--- src/rtl/mesi_ctl_pkg.sv ---
package mesi_ctl_pkg;

  typedef enum logic [1:0] {
    LS_I = 2'd0,
    LS_S = 2'd1,
    LS_E = 2'd2,
    LS_M = 2'd3
  } line_st_e;

  typedef enum logic [1:0] {
    BC_NONE = 2'd0,
    BC_RD   = 2'd1,
    BC_RDX  = 2'd2
  } bus_cmd_e;

  typedef struct packed {
    logic     flush;
    logic     mem_wr;
    logic     shared;
    line_st_e nxt;
  } snp_resp_t;

  // Response of a holder to a transaction seen from another cache.
  function automatic snp_resp_t snoop_react(line_st_e st, bus_cmd_e cmd);
    snp_resp_t r;
    r.flush  = 1'b0;
    r.mem_wr = 1'b0;
    r.shared = 1'b0;
    r.nxt    = st;
    if (cmd == BC_RD) begin
      r.shared = (st != LS_I);
      if (st == LS_M || st == LS_E) begin
        r.flush  = 1'b1;
        r.mem_wr = (st == LS_M);
        r.nxt    = LS_S;
      end
    end else if (cmd == BC_RDX) begin
      if (st != LS_I) r.nxt = LS_I;
      if (st == LS_M || st == LS_E) begin
        r.flush  = 1'b1;
        r.mem_wr = (st == LS_M);
      end
    end
    return r;
  endfunction

  // State a completed miss installs.
  function automatic line_st_e fill_state(logic is_wr, logic others_hold);
    if (is_wr) return LS_M;
    return others_hold ? LS_S : LS_E;
  endfunction

  // A write may complete without the bus only when no other copy can exist.
  function automatic logic silent_write_ok(line_st_e st);
    return (st == LS_E) || (st == LS_M);
  endfunction

endpackage

--- src/rtl/mesi_line_store.sv ---
module mesi_line_store
  import mesi_ctl_pkg::*;
#(
  parameter int NUM_LINES = 4,
  parameter int IDX_W     = 2,
  parameter int TAG_W     = 6,
  parameter int DATA_W    = 8
) (
  input  logic              clk,
  input  logic              rst_n,
  input  logic [IDX_W-1:0]  a_idx,
  output line_st_e          a_st,
  output logic [TAG_W-1:0]  a_tag,
  output logic [DATA_W-1:0] a_data,
  input  logic [IDX_W-1:0]  b_idx,
  output line_st_e          b_st,
  output logic [TAG_W-1:0]  b_tag,
  output logic [DATA_W-1:0] b_data,
  input  logic              wr_en,
  input  logic              wr_full,
  input  logic [IDX_W-1:0]  wr_idx,
  input  line_st_e          wr_st,
  input  logic [TAG_W-1:0]  wr_tag,
  input  logic [DATA_W-1:0] wr_data
);

  line_st_e          st_q   [NUM_LINES];
  logic [TAG_W-1:0]  tag_q  [NUM_LINES];
  logic [DATA_W-1:0] data_q [NUM_LINES];

  always_ff @(posedge clk or negedge rst_n) begin
    if (!rst_n) begin
      for (int i = 0; i < NUM_LINES; i++) st_q[i] <= LS_I;
    end else if (wr_en) begin
      st_q[wr_idx] <= wr_st;
    end
  end

  always_ff @(posedge clk) begin
    if (wr_en && wr_full) begin
      tag_q[wr_idx]  <= wr_tag;
      data_q[wr_idx] <= wr_data;
    end
  end

  assign a_st   = st_q[a_idx];
  assign a_tag  = tag_q[a_idx];
  assign a_data = data_q[a_idx];
  assign b_st   = st_q[b_idx];
  assign b_tag  = tag_q[b_idx];
  assign b_data = data_q[b_idx];

endmodule

--- src/rtl/mesi_snoop_unit.sv ---
module mesi_snoop_unit
  import mesi_ctl_pkg::*;
#(
  parameter int ADDR_W = 8,
  parameter int IDX_W  = 2,
  parameter int TAG_W  = 6,
  parameter int DATA_W = 8
) (
  input  logic              clk,
  input  logic              rst_n,
  input  logic              snp_valid,
  input  logic [1:0]        snp_cmd,
  input  logic [ADDR_W-1:0] snp_addr,
  input  line_st_e          line_st,
  input  logic [TAG_W-1:0]  line_tag,
  input  logic [DATA_W-1:0] line_data,
  input  logic              ev_fire,
  input  logic [ADDR_W-1:0] ev_addr,
  input  logic [DATA_W-1:0] ev_data,
  output logic              snp_hit,
  output logic              st_we,
  output logic [IDX_W-1:0]  st_idx,
  output line_st_e          st_nxt,
  output logic              shared_out,
  output logic              flush_valid,
  output logic [ADDR_W-1:0] flush_addr,
  output logic [DATA_W-1:0] flush_data,
  output logic              flush_mem_wr
);

  snp_resp_t resp;
  logic      sup_now;

  assign snp_hit = snp_valid && (line_st != LS_I) &&
                   (line_tag == snp_addr[ADDR_W-1:IDX_W]);
  assign resp    = snoop_react(line_st, bus_cmd_e'(snp_cmd));
  assign sup_now = snp_hit && resp.flush;
  assign st_we   = snp_hit && (resp.nxt != line_st);
  assign st_idx  = snp_addr[IDX_W-1:0];
  assign st_nxt  = resp.nxt;

  always_ff @(posedge clk or negedge rst_n) begin
    if (!rst_n) begin
      shared_out   <= 1'b0;
      flush_valid  <= 1'b0;
      flush_addr   <= '0;
      flush_data   <= '0;
      flush_mem_wr <= 1'b0;
    end else begin
      shared_out   <= snp_hit && resp.shared;
      flush_valid  <= sup_now || ev_fire;
      flush_mem_wr <= 1'b0;
      if (sup_now) begin
        flush_addr   <= snp_addr;
        flush_data   <= line_data;
        flush_mem_wr <= resp.mem_wr;
      end else if (ev_fire) begin
        flush_addr   <= ev_addr;
        flush_data   <= ev_data;
        flush_mem_wr <= 1'b1;
      end
    end
  end

  p_evict_not_with_snoop_r12: assert property (@(posedge clk) disable iff (!rst_n)
    !(snp_valid && ev_fire));

  p_dirty_flush_r5: assert property (@(posedge clk) disable iff (!rst_n)
    snp_hit && line_st == LS_M |=> flush_valid && flush_mem_wr);

  p_shared_quiet_r8: assert property (@(posedge clk) disable iff (!rst_n)
    snp_hit && line_st == LS_S |=> !flush_valid);

  p_read_shared_r9: assert property (@(posedge clk) disable iff (!rst_n)
    snp_hit && snp_cmd == BC_RD |=> shared_out);

  p_miss_quiet_r10: assert property (@(posedge clk) disable iff (!rst_n)
    snp_valid && !snp_hit |=> !shared_out && !flush_valid);

endmodule

--- src/rtl/mesi_proc_fsm.sv ---
module mesi_proc_fsm
  import mesi_ctl_pkg::*;
#(
  parameter int ADDR_W = 8,
  parameter int IDX_W  = 2,
  parameter int TAG_W  = 6,
  parameter int DATA_W = 8
) (
  input  logic              clk,
  input  logic              rst_n,
  input  logic              cpu_req,
  input  logic              cpu_we,
  input  logic [ADDR_W-1:0] cpu_addr,
  input  logic [DATA_W-1:0] cpu_wdata,
  output logic              cpu_ready,
  output logic [DATA_W-1:0] cpu_rdata,
  input  logic              snp_valid,
  output logic [IDX_W-1:0]  lk_idx,
  input  line_st_e          line_st,
  input  logic [TAG_W-1:0]  line_tag,
  input  logic [DATA_W-1:0] line_data,
  output logic              bus_req_valid,
  output logic [1:0]        bus_req_cmd,
  output logic [ADDR_W-1:0] bus_req_addr,
  input  logic              bus_gnt,
  input  logic              shared_in,
  input  logic              bus_fill_valid,
  input  logic [DATA_W-1:0] bus_fill_data,
  output logic              pr_we,
  output logic              pr_full,
  output line_st_e          pr_st,
  output logic [TAG_W-1:0]  pr_tag,
  output logic [DATA_W-1:0] pr_data,
  output logic              ev_fire,
  output logic [ADDR_W-1:0] ev_addr,
  output logic [DATA_W-1:0] ev_data
);

  typedef enum logic [2:0] {
    P_IDLE, P_EVICT, P_REQ, P_SAMPLE, P_WAIT, P_INSTALL
  } pst_e;

  pst_e              ps_q;
  logic              rq_we_q;
  logic [ADDR_W-1:0] rq_addr_q;
  logic [DATA_W-1:0] rq_wdata_q;
  logic [DATA_W-1:0] fill_q;
  logic [DATA_W-1:0] rdata_q;
  logic              shr_q;
  logic              ready_q;

  logic [TAG_W-1:0]  in_tag;
  logic [TAG_W-1:0]  rq_tag;
  logic              in_hit;
  logic              accept;
  logic              rd_hit;
  logic              wr_silent;
  logic              miss_start;
  logic              victim_dirty;
  logic              install_fire;

  assign in_tag = cpu_addr[ADDR_W-1:IDX_W];
  assign rq_tag = rq_addr_q[ADDR_W-1:IDX_W];
  assign lk_idx = (ps_q == P_IDLE) ? cpu_addr[IDX_W-1:0] : rq_addr_q[IDX_W-1:0];

  // Processor work yields to any snoop in the same cycle.
  assign in_hit       = (line_st != LS_I) && (line_tag == in_tag);
  assign accept       = (ps_q == P_IDLE) && cpu_req && !snp_valid && !ready_q;
  assign rd_hit       = accept && in_hit && !cpu_we;
  assign wr_silent    = accept && in_hit && cpu_we && silent_write_ok(line_st);
  assign miss_start   = accept && !rd_hit && !wr_silent;
  assign victim_dirty = (line_st == LS_M) && (line_tag != rq_tag);
  assign ev_fire      = (ps_q == P_EVICT) && !snp_valid && victim_dirty;
  assign install_fire = (ps_q == P_INSTALL) && !snp_valid;

  assign pr_we   = wr_silent || ev_fire || install_fire;
  assign pr_full = wr_silent || install_fire;
  assign pr_tag  = wr_silent ? in_tag : rq_tag;
  assign pr_st   = ev_fire ? LS_I : (wr_silent ? LS_M : fill_state(rq_we_q, shr_q));
  assign pr_data = wr_silent ? cpu_wdata : (rq_we_q ? rq_wdata_q : fill_q);
  assign ev_addr = {line_tag, lk_idx};
  assign ev_data = line_data;

  assign bus_req_valid = (ps_q == P_REQ);
  assign bus_req_cmd   = rq_we_q ? BC_RDX : BC_RD;
  assign bus_req_addr  = rq_addr_q;
  assign cpu_ready     = ready_q;
  assign cpu_rdata     = rdata_q;

  always_ff @(posedge clk or negedge rst_n) begin
    if (!rst_n) begin
      ps_q       <= P_IDLE;
      rq_we_q    <= 1'b0;
      rq_addr_q  <= '0;
      rq_wdata_q <= '0;
      fill_q     <= '0;
      rdata_q    <= '0;
      shr_q      <= 1'b0;
      ready_q    <= 1'b0;
    end else begin
      ready_q <= 1'b0;
      unique case (ps_q)
        P_IDLE: begin
          if (rd_hit) begin
            rdata_q <= line_data;
            ready_q <= 1'b1;
          end else if (wr_silent) begin
            rdata_q <= cpu_wdata;
            ready_q <= 1'b1;
          end else if (miss_start) begin
            rq_we_q    <= cpu_we;
            rq_addr_q  <= cpu_addr;
            rq_wdata_q <= cpu_wdata;
            ps_q       <= P_EVICT;
          end
        end
        P_EVICT:  if (!snp_valid) ps_q <= P_REQ;
        P_REQ:    if (bus_gnt) ps_q <= P_SAMPLE;
        P_SAMPLE: begin
          shr_q <= shared_in;
          if (bus_fill_valid) begin
            fill_q <= bus_fill_data;
            ps_q   <= P_INSTALL;
          end else begin
            ps_q <= P_WAIT;
          end
        end
        P_WAIT: begin
          if (bus_fill_valid) begin
            fill_q <= bus_fill_data;
            ps_q   <= P_INSTALL;
          end
        end
        P_INSTALL: begin
          if (install_fire) begin
            rdata_q <= pr_data;
            ready_q <= 1'b1;
            ps_q    <= P_IDLE;
          end
        end
        default: ps_q <= P_IDLE;
      endcase
    end
  end

  p_silent_write_r3: assert property (@(posedge clk) disable iff (!rst_n)
    wr_silent |=> cpu_ready && !bus_req_valid);

  p_req_held_r2: assert property (@(posedge clk) disable iff (!rst_n)
    bus_req_valid && !bus_gnt |=> bus_req_valid && $stable(bus_req_addr) && $stable(bus_req_cmd));

  p_ready_pulse_r11: assert property (@(posedge clk) disable iff (!rst_n)
    cpu_ready |=> !cpu_ready);

  p_no_dirty_victim_r12: assert property (@(posedge clk) disable iff (!rst_n)
    bus_req_valid |-> !(line_st == LS_M && line_tag != rq_tag));

endmodule

--- src/rtl/mesi_snoop_ctrl.sv ---
module mesi_snoop_ctrl
  import mesi_ctl_pkg::*;
#(
  parameter int ADDR_W    = 8,
  parameter int DATA_W    = 8,
  parameter int NUM_LINES = 4
) (
  input  logic              clk,
  input  logic              rst_n,
  input  logic              cpu_req,
  input  logic              cpu_we,
  input  logic [ADDR_W-1:0] cpu_addr,
  input  logic [DATA_W-1:0] cpu_wdata,
  output logic              cpu_ready,
  output logic [DATA_W-1:0] cpu_rdata,
  output logic              bus_req_valid,
  output logic [1:0]        bus_req_cmd,
  output logic [ADDR_W-1:0] bus_req_addr,
  input  logic              bus_gnt,
  input  logic              bus_fill_valid,
  input  logic [DATA_W-1:0] bus_fill_data,
  input  logic              snp_valid,
  input  logic [1:0]        snp_cmd,
  input  logic [ADDR_W-1:0] snp_addr,
  input  logic              shared_in,
  output logic              shared_out,
  output logic              flush_valid,
  output logic [ADDR_W-1:0] flush_addr,
  output logic [DATA_W-1:0] flush_data,
  output logic              flush_mem_wr
);

  localparam int IDX_W = $clog2(NUM_LINES);
  localparam int TAG_W = ADDR_W - IDX_W;

  logic [IDX_W-1:0]  lk_idx;
  line_st_e          a_st, b_st;
  logic [TAG_W-1:0]  a_tag, b_tag;
  logic [DATA_W-1:0] a_data, b_data;

  logic              pr_we, pr_full;
  line_st_e          pr_st;
  logic [TAG_W-1:0]  pr_tag;
  logic [DATA_W-1:0] pr_data;
  logic              ev_fire;
  logic [ADDR_W-1:0] ev_addr;
  logic [DATA_W-1:0] ev_data;

  logic              snp_hit;
  logic              snp_st_we;
  logic [IDX_W-1:0]  snp_st_idx;
  line_st_e          snp_st_nxt;

  logic              wr_en, wr_full;
  logic [IDX_W-1:0]  wr_idx;
  line_st_e          wr_st;

  // Single write port: snoop updates win; the processor side never writes
  // while a snoop is present.
  assign wr_en   = snp_st_we || pr_we;
  assign wr_full = !snp_st_we && pr_full;
  assign wr_idx  = snp_st_we ? snp_st_idx : lk_idx;
  assign wr_st   = snp_st_we ? snp_st_nxt : pr_st;

  mesi_line_store #(
    .NUM_LINES(NUM_LINES), .IDX_W(IDX_W), .TAG_W(TAG_W), .DATA_W(DATA_W)
  ) u_store (
    .clk(clk), .rst_n(rst_n),
    .a_idx(lk_idx), .a_st(a_st), .a_tag(a_tag), .a_data(a_data),
    .b_idx(snp_addr[IDX_W-1:0]), .b_st(b_st), .b_tag(b_tag), .b_data(b_data),
    .wr_en(wr_en), .wr_full(wr_full), .wr_idx(wr_idx), .wr_st(wr_st),
    .wr_tag(pr_tag), .wr_data(pr_data)
  );

  mesi_proc_fsm #(
    .ADDR_W(ADDR_W), .IDX_W(IDX_W), .TAG_W(TAG_W), .DATA_W(DATA_W)
  ) u_proc (
    .clk(clk), .rst_n(rst_n),
    .cpu_req(cpu_req), .cpu_we(cpu_we), .cpu_addr(cpu_addr), .cpu_wdata(cpu_wdata),
    .cpu_ready(cpu_ready), .cpu_rdata(cpu_rdata),
    .snp_valid(snp_valid), .lk_idx(lk_idx),
    .line_st(a_st), .line_tag(a_tag), .line_data(a_data),
    .bus_req_valid(bus_req_valid), .bus_req_cmd(bus_req_cmd), .bus_req_addr(bus_req_addr),
    .bus_gnt(bus_gnt), .shared_in(shared_in),
    .bus_fill_valid(bus_fill_valid), .bus_fill_data(bus_fill_data),
    .pr_we(pr_we), .pr_full(pr_full), .pr_st(pr_st), .pr_tag(pr_tag), .pr_data(pr_data),
    .ev_fire(ev_fire), .ev_addr(ev_addr), .ev_data(ev_data)
  );

  mesi_snoop_unit #(
    .ADDR_W(ADDR_W), .IDX_W(IDX_W), .TAG_W(TAG_W), .DATA_W(DATA_W)
  ) u_snoop (
    .clk(clk), .rst_n(rst_n),
    .snp_valid(snp_valid), .snp_cmd(snp_cmd), .snp_addr(snp_addr),
    .line_st(b_st), .line_tag(b_tag), .line_data(b_data),
    .ev_fire(ev_fire), .ev_addr(ev_addr), .ev_data(ev_data),
    .snp_hit(snp_hit), .st_we(snp_st_we), .st_idx(snp_st_idx), .st_nxt(snp_st_nxt),
    .shared_out(shared_out), .flush_valid(flush_valid), .flush_addr(flush_addr),
    .flush_data(flush_data), .flush_mem_wr(flush_mem_wr)
  );

  p_one_writer_r10: assert property (@(posedge clk) disable iff (!rst_n)
    !(snp_st_we && pr_we));

  p_snoop_change_needs_hit_r10: assert property (@(posedge clk) disable iff (!rst_n)
    snp_st_we |-> snp_hit);

endmodule

--- config.mk ---
export PLATFORM = sky130hd
export DESIGN_NAME = mesi_snoop_ctrl
export DESIGN_NICKNAME = d
export VERILOG_FILES = /design/src/rtl/mesi_ctl_pkg.sv /design/src/rtl/mesi_line_store.sv /design/src/rtl/mesi_snoop_unit.sv /design/src/rtl/mesi_proc_fsm.sv /design/src/rtl/mesi_snoop_ctrl.sv
export SDC_FILE = /design/constraint.sdc
export NUM_CORES = 1
export LEC_CHECK = 0
export BUFFER_PORTS_ARGS = -buffer_cell sky130_fd_sc_hd__buf_2
export CELL_PAD_IN_SITES_DETAIL_PLACEMENT = 1
export CELL_PAD_IN_SITES_GLOBAL_PLACEMENT = 1
export CORE_MARGIN = 5
export CORE_UTILIZATION = 43
export DETAILED_ROUTE_END_ITERATION = 10
export PLACE_DENSITY_LB_ADDON = 0.1
export REMOVE_ABC_BUFFERS = 1
export SYNTH_ARGS = -nofsm -noshare
export SYNTH_HDL_FRONTEND = slang
export SYNTH_SLANG_ARGS = --single-unit
--- constraint.sdc ---
create_clock -name clk -period 3.45 [get_ports clk]
set_input_delay 0.345 -clock clk [delete_from_list [all_inputs] [get_ports clk]]
set_output_delay 0.345 -clock clk [all_outputs]
set_load 0.01 [all_outputs]
======== After elaboration in Yosys (flattened, before gate mapping) ========
Memory sizes are Yosys's and may differ from the RTL's.
Cells that the tools add are included.
storage, ports and cells
  bits in registers ....................... 65
  bits in writable memories ............... 56
  memories ................................ 2
memory list
  memory          depth  width  read ports  clocked after memory_dff  write ports  RTL line               RTL
  u_store.data_q  4      8      2           0                         1            mesi_line_store.sv:29  logic [DATA_W-1:0] data_q [NUM_LINES];
  u_store.tag_q   4      6      2           0                         1            mesi_line_store.sv:28  logic [TAG_W-1:0] tag_q [NUM_LINES];
cells by class
  $lt $le $gt $ge ......................... 4
  eq/ne operators ......................... 23
  muxes and demuxes ....................... 55
  bitwise logic cells ..................... 5
  reductions and logical operators ........ 45
operators with widths
  kind                  count
  $mux W8               9
  $mux W2               21
  $logic_and A1 B1 Y1   22
  $mux W3               7
  $pmux W3 S6           1
  $pmux W8 S2           1
  $eq A6 B6 Y1          2
  $eq A2 B2 Y1 const B  5
  $mux W1               10
  $ge A3 B3 Y1 const B  3
  $not A2 Y3            3
  $bmux W2 S2           2
  $bwmux W8             1
  $ne A2 B2 Y1 const B  4
  $reduce_bool A2 Y1    4
  $logic_or A1 B1 Y1    7
  $reduce_and A7 Y1     1
  $eq A3 B2 Y1 const B  2
  $eq A3 B3 Y1 const B  2
  $logic_not A1 Y1      6
  $mux W6               1
  $ne A2 B1 Y1 const B  3
  $ne A6 B6 Y1          1
  $demux W2 S2          1
  12 further kinds      13

======== Longest topological paths before layout ========
Gate-level depths: netlist of the first run.
  depth after elaboration ................. 17
  mapped depth ............................ 12

======== By module ========
Synthesis of the first run repeated with hierarchy kept, for this count alone.
second synthesis, totals
  cells, all modules ...................... 430
  area total of the unflattened synthesis .. 6,354.8 um2
by module, submodules not included
  module           times used  cells an instance  area each (um2)
  mesi_line_store  1           121                2,880.3
  mesi_proc_fsm    1           222                2,328.5
  mesi_snoop_unit  1           81                 1,086.0
  mesi_snoop_ctrl  1           6                  60.1

======== Worst setup path after synthesis of the first run ========
OpenSTA, ideal clock, no wires.
  path kind ............................... reg2reg
  from .................................... register u_proc.rq_addr_q[0], in the netlist u_proc.bus_req_addr[0]
  to ...................................... memory u_store.data_q[0][0], enable pin
  setup time .............................. 0.384 ns
  data arrival time ....................... 3.012 ns
  required time ........................... 3.066 ns
  setup slack ............................. 0.054 ns
  cell stages (with the launch flop) ...... 9
  path buffers ............................ 2
  period minus slack after synthesis ...... 3.396 ns
  path through ............................ dfrtp_1 > buf_6 > mux4_1 > xnor2_1 > nand3_1 > a2111oi_4 > a41oi_1 > clkbuf_1 > nor2_1
between the ends
  word-level cells in the longest chain between the ends .. 16
  elaborated cells between the ends (all ways) .. 27
ends and longest elaborated chain
  element                                     RTL line               RTL
  start: declaration                          mesi_proc_fsm.sv:45    logic [ADDR_W-1:0] rq_addr_q;
  start signal: assignment                    mesi_proc_fsm.sv:112   rq_addr_q <= cpu_addr;
  $mux W2 *                                   mesi_proc_fsm.sv:64    assign lk_idx = (ps_q == P_IDLE) ? cpu_addr[IDX_W-1:0] : rq_addr_q[IDX_W-1:0];
  $not A2 Y3 (not written as such)            mesi_line_store.sv:46  assign a_st = st_q[a_idx];
  $bmux W2 S2                                 mesi_line_store.sv:46
  $mux W2 (not written as such) (2 in a row)  mesi_line_store.sv:46
  $reduce_bool A2 Y1                          mesi_proc_fsm.sv:67    assign in_hit = (line_st != LS_I) && (line_tag == in_tag);
  $logic_and A1 B1 Y1                         mesi_proc_fsm.sv:67
  $logic_and A1 B1 Y1 (3 in a row)            mesi_proc_fsm.sv:70    assign wr_silent = accept && in_hit && cpu_we && silent_write_ok(line_st);
  $logic_or A1 B1 Y1 (2 in a row)             mesi_proc_fsm.sv:76    assign pr_we = wr_silent || ev_fire || install_fire;
  $logic_or A1 B1 Y1                          mesi_snoop_ctrl.sv:60  assign wr_en = snp_st_we || pr_we;
  $logic_and A1 B1 Y1                         mesi_line_store.sv:40  if (wr_en && wr_full) begin
  $mux W1                                     mesi_line_store.sv:40
  $mux W1 (not written as such)               mesi_line_store.sv:42  data_q[wr_idx] <= wr_data;
  end: declaration                            mesi_line_store.sv:29
Every way passes the cells marked *; elsewhere a longest branch is shown, timed or not. The select of a mux whose other input is x is not followed.

======== Worst setup path in the final report of the first run ========
  from .................................... register u_proc.ps_q[2]
  to ...................................... register u_store.st_q[1] (netlist bit)
between the ends
  word-level cells in the longest chain between the ends .. 15
  elaborated cells between the ends (all ways) .. 40
ends and longest elaborated chain
  element                                     RTL line                                  RTL
  start: declaration                          mesi_proc_fsm.sv:43                       pst_e ps_q;
  start signal: assignment                    mesi_proc_fsm.sv:92                       ps_q <= P_IDLE;
  start signal: assignment                    mesi_proc_fsm.sv:114                      ps_q <= P_EVICT;
  start signal: assignment                    mesi_proc_fsm.sv:117                      P_EVICT: if (!snp_valid) ps_q <= P_REQ;
  $logic_not A3 Y1                            mesi_proc_fsm.sv:64, mesi_proc_fsm.sv:68
  $mux W2                                     mesi_proc_fsm.sv:64
  $not A2 Y3 (not written as such)            mesi_line_store.sv:46
  $bmux W2 S2                                 mesi_line_store.sv:46
  $mux W2 (not written as such) (2 in a row)  mesi_line_store.sv:46
  $reduce_bool A2 Y1                          mesi_proc_fsm.sv:67
  $logic_and A1 B1 Y1                         mesi_proc_fsm.sv:67
  $logic_and A1 B1 Y1 (3 in a row)            mesi_proc_fsm.sv:70
  $mux W2 (2 in a row)                        mesi_proc_fsm.sv:79                       assign pr_st = ev_fire ? LS_I : (wr_silent ? LS_M : fill_state(rq_we_q, shr_q));
  $mux W2                                     mesi_snoop_ctrl.sv:63                     assign wr_st = snp_st_we ? snp_st_nxt : pr_st;
  $bwmux W8                                   mesi_line_store.sv:35                     st_q[wr_idx] <= wr_st;
  end signal: indexed assignment              mesi_line_store.sv:35
  end: declaration                            mesi_line_store.sv:27                     line_st_e st_q [NUM_LINES];
Several ways; a longest one is shown, not always the timed one. The select of a mux whose other input is x is not followed.
A chain may end at the register's enable or synchronous reset.

==> results.json, run 1 <==
{
  "outcome": "complete, no violations",
  "seq_area_frac_synth_pct": 49.8,
  "avgRoutedWirePerCell_um": 23.9,
  "finalNetCount": 654,
  "cts_root_buf": "clkbuf_16",
  "ant_nets": 0,
  "ios": 81,
  "synth.area.top_cells": "edfxtp_1, dfrtp_1, mux2_2",
  "criticalPathCategory": "reg2reg",
  "dr.pass1.iters": 5,
  "numCtsBuffers": 17,
  "synth_edf_count": 56,
  "p_leak_nw": 3.47,
  "cp.required_ns": 3.78,
  "mostFrequentLayoutCells": "buf_2, dfrtp_1, edfxtp_1",
  "syn_inst": 499,
  "num_rows": 45,
  "wl_mm": 19.4,
  "grt.total_usage_pct": 22.6,
  "ys_async_sr_fraction_pct": 53.7,
  "num_vias": 4745,
  "synthFlopType": "dfrtp_1",
  "yosys_register_bits": 121,
  "worst-path-max-fanout": 10,
  "fmax_mhz": 311,
  "synth.avg_cell_area_um2": 13.3,
  "hold_viol_final": 0,
  "cap_viol_max_count": 0,
  "syn_area_um2": 6640,
  "cp.arrival_ns": 3.54,
  "synth.distinct_cells": 50,
  "period_needed_ns": 3.21,
  "coreArea_um2": 15100,
  "dieArea_um2": 18000,
  "path_clk_slew_ns": 0.06,
  "port_buffers": 80,
  "finClkSkew_ns": 0.00737,
  "power.density_nw_per_um2": 829,
  "drv_slew": 0,
  "ir_drop_mv": 0.402,
  "post-cts-setup-buffer-count": 0,
  "dpl_cell_area_um2": 7460,
  "tightest_slew_ns": 0.919,
  "synth_top_cell_by_area": "edfxtp_1",
  "h-tree-depth": 4,
  "layout_commonest_cell": "buf_2",
  "initial_core_util_pct": 43.8,
  "first_global_vias": 5116,
  "hold_buffers": 0,
  "yosysWarnings": 0,
  "timing.final.crit_share_pct": 93.1,
  "antenna_cells": 0,
  "start_kind": "flop",
  "grt_pass1_wl_mm": 30.6,
  "layout-drive-gt1-share_pct": 39.7,
  "die_x_um": 134,
  "clkLatencyLatePin_ns": 0.42,
  "ctsLongestPathBuffers": 2,
  "drc_errors": 0,
  "slew-limit-headroom_pct": 38.7,
  "antenna_found_initial": 0,
  "nFillCells": 1556,
  "hpwl_mm": 13.7,
  "drt_iter0_drc": 274,
  "synth_top_area_share_pct": 25.3,
  "utilization_pct": 53.3,
  "overflow": 0,
  "fin_area_um2": 8070,
  "cts_tree": "done",
  "die_y_um": 134,
  "area_growth_pct": 21.5,
  "viasPerCell": 5.84,
  "finalPower_w": 0.00669,
  "critPathCaptureType": "flop",
  "rsz0062_at_grt": "no",
  "hold_path.class": "in2async",
  "gp_congestion": 0.805,
  "cts.sinks": 121,
  "setup_tns_ns": 0,
  "setup_viol": 0,
  "grt_start_max_net_pins": 66
}
## power by group
group          leakage, nW  internal (W)  switching [W]  total (W)
clock network        0.279       0.00108       0.000706    0.00178
logic                 1.90       0.00124        0.00142    0.00266
registers             1.29       0.00195       0.000303    0.00225
## registers in the layout, summed over array words and instances (netlist names)
name                  cells
u_store.data_q           32
u_store.tag_q            24
u_proc.bus_req_addr       8
u_proc.cpu_rdata          8
u_proc.fill_q             8
u_proc.rq_wdata_q         8
u_snoop.flush_addr        8
u_snoop.flush_data        8
u_store.st_q              8
u_proc.ps_q               3
u_proc.cpu_ready          1
u_proc.rq_we_q            1
u_proc.shr_q              1
u_snoop.flush_mem_wr      1
u_snoop.flush_valid       1
u_snoop.shared_out        1
## per-stage QoR
step,hold slack [ns],instances,setup WS (ns)
after detailed placement,0.494,781,-0.0312
after floorplan,0.0494,470,-0.212
after global routing,0.142,813,0.105
after global placement,0.486,781,-0.0271
final,0.139,813,0.238
after CTS,0.140,813,0.0428
## synth_stat cells, types with 5 or more instances
cell type / number
a21oi_1: 11
a22o_1: 8
a31oi_1: 8
and3_1: 9
buf_4: 5
buf_6: 6
clkbuf_1: 13
dfrtp_1: 65
edfxtp_1: 56
inv_1: 15
mux2_2: 51
mux2_4: 8
mux2i_1: 30
mux4_1: 14
mux4_2: 17
nand2_1: 47
nand2b_1: 8
nand3_1: 5
nor2_1: 32
nor2b_1: 5
o211a_1: 5
o211ai_1: 5
o21ai_0: 11
o22a_1: 8
xnor2_1: 19
## cell type report
class                           instances  area [um2]  share of cell area (%)
Clock inverter                         15         168                    2.08
Inverter                               15        56.3                   0.698
Multi-Input combinational cell        334        3110                    38.6
Sequential cell                       121        3310                    41.0
Clock buffer                           17         425                    5.27
Timing Repair Buffer                  123         761                    9.43
Tap cell                              188         235                    2.92
## per-layer routing
layer	share of wire, %	track usage, %	up-vias	wire [um]
li1	-	-	2125	-
met3	5.8	5.63	20	1120
met4	1.4	6.17	0	270
met2	47	34.7	144	9090
met1	46	32.1	2456	8960
met5	0	0	-	0
## path summary, 6_finish.rpt
check                                startpoint                      to  slack, ns  cells past startpoint
setup / recovery                 u_proc.ps_q[2]         u_store.st_q[1]       0.24                      9
hold / removal                            rst_n  u_proc.bus_req_addr[7]       0.14                      2
setup reg to reg                 u_proc.ps_q[2]         u_store.st_q[1]       0.24                      9
hold reg to reg            u_proc.rq_wdata_q[6]    u_proc.rq_wdata_q[6]       0.51                      1
max in group asynchronous                 rst_n  u_proc.bus_req_addr[0]       2.69                      2
min in group clk               bus_fill_data[0]        u_proc.fill_q[0]       0.16                      2
## worst max-delay path: stages (launching register included)
cell,delay [ns]
dfrtp_1,0.44
or3_4,0.52
buf_4,0.20
mux2i_1,0.28
xnor2_1,0.10
nor2_1,0.31
a41oi_4,0.33
buf_4,0.29
or4_4,0.46
o211ai_1,0.20
## kinds of logic (layout without fill, tap and decap cells)
group	Yosys count	after routing	synth area share, %
buf+inv	44	170	3.51
xor+xnor	21	21	2.77
compound gates	71	71	8.35
flops	121	121	49.8
mux	121	121	26.6
simple gates	121	121	8.91
## repair_timing
action | 4_1_cts | 5_1_grt
gates resized for setup | 1 | 2
hold endpoints to repair | 0 | 0
endpoints found under the setup margin | 4 | 26
Note: power is estimated with default switching activity, not from simulation.
==> inputs of run 2 (changes only) <==
--- a/config.mk
+++ b/config.mk
@@ -11,6 +11,7 @@
 export CORE_MARGIN = 5
 export CORE_UTILIZATION = 43
 export DETAILED_ROUTE_END_ITERATION = 10
+export MAX_ROUTING_LAYER = met4
 export PLACE_DENSITY_LB_ADDON = 0.1
 export REMOVE_ABC_BUFFERS = 1
 export SYNTH_ARGS = -nofsm -noshare
==> run 2 against run 1 <==
  * Sequential power is essentially flat
  * Non-clock buffer count is the same
  * Worst setup slack gained 0.0081 ns
  * Clock power is essentially flat
  * Worst hold slack gained 0.0039 ns
  * Global-route usage grew 0.67 points
  * Largest power group unchanged
  * Clock skew grew 0.0016 ns
  * Final cell count is the same
  * Maximum frequency grew 0.25%
==> results.json, run 2 (synthesis gave the netlist of run 1 again) <==
{
  "finalPower_w": 0.00669,
  "power.density_nw_per_um2": 829,
  "finClkSkew_ns": 0.00896,
  "tightest_slew_ns": 0.934,
  "post-cts-setup-buffer-count": 0,
  "antenna_found_initial": 0,
  "gp_congestion": 0.816,
  "swShare_pct": 36.3,
  "dieArea_um2": 18000,
  "slew-limit-headroom_pct": 37.7,
  "path_clk_slew_ns": 0.06,
  "rsz0062_at_grt": "no",
  "drc_errors": 0,
  "initial_core_util_pct": 43.8,
  "hold_viol_final": 0,
  "setup_viol": 0,
  "place_ws_ns": -0.0312,
  "finalNetCount": 654,
  "worst-path-max-fanout": 10,
  "reg_top3": "u_store.data_q (32), u_store.tag_q (24)",
  "coreArea_um2": 15100,
  "layout-drive-gt1-share_pct": 39.7,
  "multi_input_area_um2": 3110,
  "grt_start_max_net_pins": 66,
  "clkPwrFrac_pct": 26.7,
  "h-tree-depth": 4,
  "port_buffers": 80,
  "seqCellArea_um2": 3310,
  "grt_pass1_wl_mm": 30.6,
  "ant_nets": 0,
  "wl_mm": 19.5,
  "cp.arrival_ns": 3.54,
  "hold_path.class": "in2async",
  "antenna_cells": 0,
  "setup_slack_ns": 0.246,
  "start_kind": "flop",
  "cts_tree": "done",
  "ctsLongestPathBuffers": 2,
  "drt_iter0_drc": 352,
  "hold_buffers": 0,
  "clkLatencyLatePin_ns": 0.42,
  "outcome": "complete, no violations",
  "numCtsBuffers": 17,
  "p_int_w": 0.00426,
  "num_rows": 45,
  "avgRoutedWirePerCell_um": 24.0,
  "power_frac_seq_pct": 33.6,
  "cts.sinks": 121,
  "switchingPower_w": 0.00243,
  "die_y_um": 134,
  "dr.pass1.iters": 4,
  "grt.total_usage_pct": 23.3,
  "layout_commonest_cell": "buf_2",
  "ir_drop_mv": 0.400,
  "overflow": 0,
  "num_vias": 4793,
  "cts_root_buf": "clkbuf_16",
  "viasPerCell": 5.90,
  "nFillCells": 1556,
  "cap_viol_max_count": 0,
  "power_frac_comb_pct": 39.7,
  "drv_slew": 0,
  "die_x_um": 134,
  "area_growth_pct": 21.5,
  "regMostFlops": "u_store.data_q",
  "ios": 81,
  "mostFrequentLayoutCells": "buf_2, dfrtp_1, edfxtp_1",
  "timing.final.crit_share_pct": 92.9,
  "hpwl_mm": 13.7,
  "fmax_mhz": 312,
  "critPathCaptureType": "flop",
  "cp.required_ns": 3.78,
  "largest_reg_flops": 32,
  "period_needed_ns": 3.20,
  "p_leak_nw": 3.47,
  "criticalPathCategory": "reg2reg",
  "rrSetupSlack_ns": 0.25,
  "first_global_vias": 5107
}
run 2: worst max-delay path, stage by stage, from the launching register on:
cell and delay (ns):
dfrtp_1 0.44, or3_4 0.52, buf_4 0.20, mux2i_1 0.28
xnor2_1 0.10, nor2_1 0.30, a41oi_4 0.33, buf_4 0.29
or4_4 0.46, o211ai_1 0.19
run 2: final cells by class:
class	instances	share of cell area (%)
well taps	188	2.92
clock buffers	17	5.27
inverters	15	0.698
repair buffers	123	9.43
multi-input cells	334	38.6
clock inverters	15	2.08
flip-flops and latches	121	41.0
run 2: worst paths after layout:
kind	startpoint	end	cells after the start
worst max-delay path	u_proc.ps_q[2]	u_store.st_q[1]	9
worst min-delay path	rst_n	u_proc.bus_req_addr[2]	2
worst max register to register	u_proc.ps_q[2]	u_store.st_q[1]	9
worst min register to register	u_proc.rq_wdata_q[6]	u_proc.rq_wdata_q[6]	1
max in group asynchronous	rst_n	u_proc.bus_req_addr[0]	2
min in group clk	bus_fill_data[3]	u_proc.fill_q[3]	2
run 2: timing repair:
| item | 4_1_cts | 5_1_grt |
|---|---|---|
| resized for setup | 1 | 2 |
| setup endpoints to repair | 4 | 26 |
| endpoints found under the hold margin | 0 | 0 |
run 2: per-layer routing:
metal,share of wire [%],vias up,track usage (%)
met3,6.0,18,5.48
met1,46,2504,32.4
met5,0,-,-
met2,47,152,34.4
li1,-,2119,-
met4,1.3,0,6.17
run 2: power by group through the flow:
stage,clock [W],sequential [W],combinational (W)
4_1_cts,0.00181,0.00225,0.00267
3_5_place_dp,0,0.00227,0.00263
5_1_grt,0.00188,0.00229,0.00290
3_3_place_gp,0,0.00225,0.00255
6_report,0.00179,0.00225,0.00266
2_1_floorplan,0,0.00225,0.00160
run 2: through the flow:
step	cell area (um2)	setup TNS, ns	hold WS [ns]	std cells	utilization, %
finish	8070	0	0.143	813	53.3
global route	8070	0	0.142	813	53.3
CTS	8060	0	0.140	813	53.2
detailed placement	7460	-0.0312	0.494	781	49.2
global placement	7460	-0.0901	0.486	781	49.2
floorplan	6460	-6.79	0.0494	470	-
